===== config.mk =====
export PLATFORM = sky130hd
export DESIGN_NAME = div_regfile
export DESIGN_NICKNAME = d
export VERILOG_FILES = /design/src/rtl/div_regfile.sv
export SDC_FILE = /design/constraint.sdc
export NUM_CORES = 1
export LEC_CHECK = 0
export ABC_AREA = 1
export ABC_CLOCK_PERIOD_IN_PS = 3400
export BUFFER_PORTS_ARGS = -buffer_cell sky130_fd_sc_hd__buf_2
export CELL_PAD_IN_SITES_DETAIL_PLACEMENT = 1
export CELL_PAD_IN_SITES_GLOBAL_PLACEMENT = 1
export CORE_MARGIN = 4
export CORE_UTILIZATION = 47
export CTS_BUF_LIST = sky130_fd_sc_hd__clkbuf_4
export DETAILED_ROUTE_END_ITERATION = 7
export HOLD_SLACK_MARGIN = 0.06
export PLACE_DENSITY_LB_ADDON = 0.1
export SYNTH_ARGS = -nofsm -noshare
export SYNTH_HDL_FRONTEND = slang
export SYNTH_SLANG_ARGS = --single-unit

===== constraint.sdc =====
create_clock -name clk -period 3.4 [get_ports clk]
set_clock_uncertainty 0.05 [all_clocks]
set_input_delay 0.51 -clock clk [delete_from_list [all_inputs] [get_ports clk]]
set_output_delay 0.51 -clock clk [all_outputs]
set_load 0.05 [all_outputs]

===== src/rtl/div_regfile.sv =====
module div_regfile #(
  parameter int OPW = 32,
  parameter logic [31:0] ID_VALUE = 32'h0
) (
  input  logic        clk,
  input  logic        rst_n,
  input  logic        bus_en,
  input  logic        bus_we,
  input  logic [7:0]  bus_addr,
  input  logic [31:0] bus_wdata,
  output logic [31:0] bus_rdata,
  output logic        irq
);
  localparam int CW = $clog2(OPW + 1);

  logic           en_q, manual_q, st_q, busy_q;
  logic [1:0]     dsel_q, vsel_q, ien_q, flg_q;
  logic [OPW-1:0] dvd_q, dvs_q, quo_q, rem_q;
  logic [OPW-1:0] wq_q, wr_q, wd_q;
  logic [CW-1:0]  cnt_q;

  function automatic logic hit(input logic [7:0] a);
    return bus_en && bus_we && bus_addr == a;
  endfunction

  logic [OPW:0]   trial;
  logic           ge, launch, last;
  logic [OPW-1:0] nq, nr;
  logic [1:0]     set_v, clr_v, ev;

  assign trial  = {wr_q, wq_q[OPW-1]} - {1'b0, wd_q};
  assign ge     = !trial[OPW];
  assign nr     = ge ? trial[OPW-1:0] : {wr_q[OPW-2:0], wq_q[OPW-1]};
  assign nq     = {wq_q[OPW-2:0], ge};
  assign launch = st_q && en_q && !busy_q;
  assign last   = busy_q && cnt_q == CW'(1);
  assign set_v  = hit(8'h14) ? bus_wdata[1:0] : 2'b00;
  assign clr_v  = hit(8'h18) ? bus_wdata[1:0] : 2'b00;
  assign ev     = {launch && dvs_q == '0, last};
  assign irq    = |(flg_q & ien_q);

  logic unused_wdata;
  assign unused_wdata = ^bus_wdata;

  always_ff @(posedge clk or negedge rst_n) begin
    if (!rst_n) begin
      en_q <= 1'b0; manual_q <= 1'b0; st_q <= 1'b0; busy_q <= 1'b0;
      dsel_q <= '0; vsel_q <= '0; ien_q <= '0; flg_q <= '0;
      dvd_q <= '0; dvs_q <= '0; quo_q <= '0; rem_q <= '0;
      wq_q <= '0; wr_q <= '0; wd_q <= '0; cnt_q <= '0;
    end else begin
      flg_q <= (flg_q | set_v | ev) & ~(clr_v & ~ev);
      if (hit(8'h04)) begin
        en_q   <= bus_wdata[31];
        dsel_q <= bus_wdata[1:0];
        vsel_q <= bus_wdata[4:3];
      end
      if (hit(8'h0C)) ien_q <= bus_wdata[1:0];
      if (hit(8'h20) && !busy_q) dvd_q <= bus_wdata[OPW-1:0];

      if (launch) begin
        st_q <= 1'b0;
        if (dvs_q == '0) begin
          quo_q <= '1;
          rem_q <= dvd_q;
        end else begin
          busy_q <= 1'b1;
          cnt_q  <= CW'(OPW);
          wq_q   <= dvd_q;
          wr_q   <= '0;
          wd_q   <= dvs_q;
        end
      end

      if (hit(8'h24) && !busy_q) begin
        dvs_q <= bus_wdata[OPW-1:0];
        if (!manual_q && en_q) st_q <= 1'b1;
      end
      if (hit(8'h34)) begin
        manual_q <= bus_wdata[1];
        if (bus_wdata[0] && en_q) st_q <= 1'b1;
      end

      if (busy_q) begin
        wq_q  <= nq;
        wr_q  <= nr;
        cnt_q <= cnt_q - CW'(1);
        if (last) begin
          busy_q <= 1'b0;
          quo_q  <= nq;
          rem_q  <= nr;
          if (dsel_q == 2'b01) dvd_q <= nq;
          else if (dsel_q == 2'b10) dvd_q <= nr;
          if (vsel_q == 2'b01) dvs_q <= nq;
          else if (vsel_q == 2'b10) dvs_q <= nr;
        end
      end
    end
  end

  always_comb begin
    bus_rdata = '0;
    case (bus_addr)
      8'h04: begin
        bus_rdata[31]  = en_q;
        bus_rdata[1:0] = dsel_q;
        bus_rdata[4:3] = vsel_q;
      end
      8'h08: bus_rdata = ID_VALUE;
      8'h0C: bus_rdata[1:0] = ien_q;
      8'h10: bus_rdata[1:0] = flg_q;
      8'h20: bus_rdata = 32'(dvd_q);
      8'h24: bus_rdata = 32'(dvs_q);
      8'h28: bus_rdata = 32'(quo_q);
      8'h2C: bus_rdata = 32'(rem_q);
      8'h30: bus_rdata[0] = busy_q;
      8'h34: bus_rdata[1:0] = {manual_q, st_q};
      default: bus_rdata = '0;
    endcase
  end
endmodule



==> impl_metrics.ini <==
[run_status]
status = finished, final reports clean

[setup_path]
cpMaxStageDelayCell = fa_1
cp_max_fo = 19
crit_path_end_kind = register
worst_ep_arrival_time_ns = 3.70
crit_type = register to register
crit_top_cell = nand2_1
slowest_delay_ns = 0.43
cp.required_ns = 3.95
cp_cell_sequence = inv_1 > ha_1 > inv_1 > fa_1 > nand2_1 > nand2_1 > nand3_1 > nand2_2 > nand2_1 > nand2_1 > nand2_1 > nand2_2 > nand2_4 > buf_4 > nand3_1 > nand3_1 > o21ai_0
cp-start-kind = register

[detailed_routing]
drtPass1Iterations = 5
ant_nets = 0
wl_per_cell_um = 21.9
drc = 0
drtIter0Drc = 1471
via_per_inst = 5.86
vias = 16931
drt_wl_total_um = 63200

[timing]
slew_viol_final = 0
max-slew-margin-rel = 0.453
setup_viol = 0
min_period_ns = 3.15
worst_slew_pin_slew_ns = 0.820
max_freq_ghz = 0.317
finalSetupTns_ns = 0
hold_violations = 0
rsz0062_at_grt = false
finalCritPeriodShare = 0.927

[power_and_ir_drop]
p_clk_frac = 0.470
intPower_uw = 4620
vdd_ir_drop_max_uv = 270
p_sw_frac = 0.265
p_leak_uw = 0.00954
p_seq_frac = 0.467
p_sw_uw = 1660
p_per_area_nw_per_um2 = 355
power_frac_comb = 0.063

[clocking]
ctsLongestPathBuffers = 3
cts_tree = done
htreeDepth = 3
clkTransAtPathRegs_ns = 0.06
root_buffer = clkbuf_4
cts_sinks = 242
cts_setup_buffers = 0
insertion_delay_ns = 0.78
cts_buffers = 73

[worst_hold_path]
hp-class = input pin to register

[logic_synthesis]
synthFlopType = dfrtp_1
yosysSeqAreaShare = 0.384
ys_warn_count = 0
synth_cell_types = 44
synth-async-reset-ratio = 1.00
syn_nets = 2385
ys_ff_latch = 242
syn_inst = 2306
synth_edf_count = 0
syn-cell-area_um2 = 15800
avgSynthCellArea_um2 = 6.83

[placement]
io_buffers = 76
dp.final_hpwl_um = 43800
routabilityCongestion = 0.948

[floorplanning]
die_x_um = 191
io-pin-count = 77
die_h_um = 191
die_area_um2 = 36500
core_um2 = 32800
row_count = 66
start_util = 0.480

[cells_and_area]
syn2layout_area_growth_pct = 12.4
nets = 2481
fin_util = 0.540
layout_common_cells = nand2_1 (601), inv_1 (379), dfrtp_1 (241)
final_common_cell = nand2_1
drive_above_1_share = 0.112

[run]
timing.max_cap.violations = 0

[global_routing]
track_usage = 0.349
grt_max_degree = 76
overflow = 0
grt_pass1_wl_um = 99800
antenna_found_initial = 2
grt_pass1_vias = 17741
-- power groups by stage --
stage | Combinational, uW | Clock, uW | Sequential (uW)
after CTS | 389 | 3010 | 2940
after floorplan | 179 | 0 | 2980
final | 393 | 2950 | 2940
after detailed placement | 379 | 0 | 2990
after global placement | 368 | 0 | 2990
after global routing | 431 | 3190 | 2940
-- metrics by stage --
stage | power, uW | setup WS (ns) | hold slack (ns) | instance area, um^2 | cells
floorplan | 3160 | 0.588 | 0.164 | 15800 | 2306
global placement | 3350 | 0.442 | 0.411 | 16700 | 2760
detailed placement | 3370 | 0.334 | 0.417 | 16700 | 2760
CTS | 6340 | 0.246 | 0.0604 | 17700 | 2887
global route | 6550 | 0.0318 | 0.0844 | 17700 | 2889
finish | 6280 | 0.250 | 0.103 | 17700 | 2889
-- worst max-delay path, delay by kind of cell (launching register included) --
kind / cells / cell delay, ns
DFF: 1 / 0.36
AOI/OAI and AO/OA: 1 / 0.11
buffers and inverters: 3 / 0.49
adders and majority gates: 2 / 0.58
and+or+nand+nor: 11 / 1.40
-- logic make-up after synthesis --
group           after synthesis  synth area share
simple gates                992             0.260
compound gates              528             0.196
buf+inv                     494             0.123
flops                       242             0.384
fa+ha+maj                    35            0.0283
xor+xnor                     15           0.00834
-- flip-flops by register name (all words and copies together) (netlist names), 2 cells and up --
name,flops
dvd_q,32
dvs_q,32
quo_q,32
rem_q,32
wd_q,32
wq_q,32
wr_q,32
cnt_q,6
dsel_q,2
flg_q,2
ien_q,2
vsel_q,2
-- path summary, 6_finish.rpt --
| kind | end | depth (start not counted) | slack, ns | startpoint |
|---|---|---|---|---|
| max | rem_q[4] | 17 | 0.25 | wq_q[31] |
| min | dvd_q[24] | 4 | 0.10 | bus_wdata[24] |
| max reg2reg | rem_q[4] | 17 | 0.25 | wq_q[31] |
| min reg2reg | cnt_q[5] | 1 | 0.42 | cnt_q[5] |
| max in group asynchronous | wq_q[19] | 3 | 2.13 | rst_n |
| min in group asynchronous | wr_q[7] | 2 | 0.25 | rst_n |
-- routing by layer --
layer  vias up  GRT usage  part of all wire
met4         0      0.116             0.032
met3       162     0.0714             0.090
met5         -          0                 0
li1       7658          -                 -
met1      8324      0.479              0.43
met2       787      0.556              0.45
-- cell usage after synthesis (4+ instances only) --
cell type,count,share of area
inv_1,379,0.090
nor3_1,10,0.0032
nor4_1,5,0.0020
nand4_1,12,0.0048
o21ai_1,22,0.0070
nand2_1,603,0.14
nand3_1,157,0.050
and2_1,6,0.0024
nand3b_1,5,0.0024
dfrtp_1,242,0.38
nor2_1,175,0.042
buf_2,12,0.0038
o22ai_1,71,0.028
o21ai_0,200,0.064
a21oi_2,11,0.0061
a21oi_1,88,0.028
nand2_2,4,0.0016
xnor2_1,14,0.0078
clkbuf_1,76,0.018
inv_2,5,0.0012
nor2_2,4,0.0016
buf_1,10,0.0024
ha_1,34,0.027
o211ai_1,32,0.015
buf_6,9,0.0064
a31oi_1,30,0.012
a21boi_1,60,0.029
-- area by class of cell --
type | count | area, um^2
inverter | 386 | 1450
clock inverter | 15 | 135
multi-input combinational | 1570 | 7800
tap | 442 | 553
sequential | 242 | 6060
clock buffer | 103 | 773
fill | 4444 | 15100
timing repair buffer | 129 | 938
antenna | 2 | 5.00
-- what timing repair did --
item,in CTS,in global routing
hold buffers,9,0
setup endpoints to repair,0,1
hold endpoints to repair,75,0
gates resized for setup,0,1
Power figures use the tool's default switching activity.
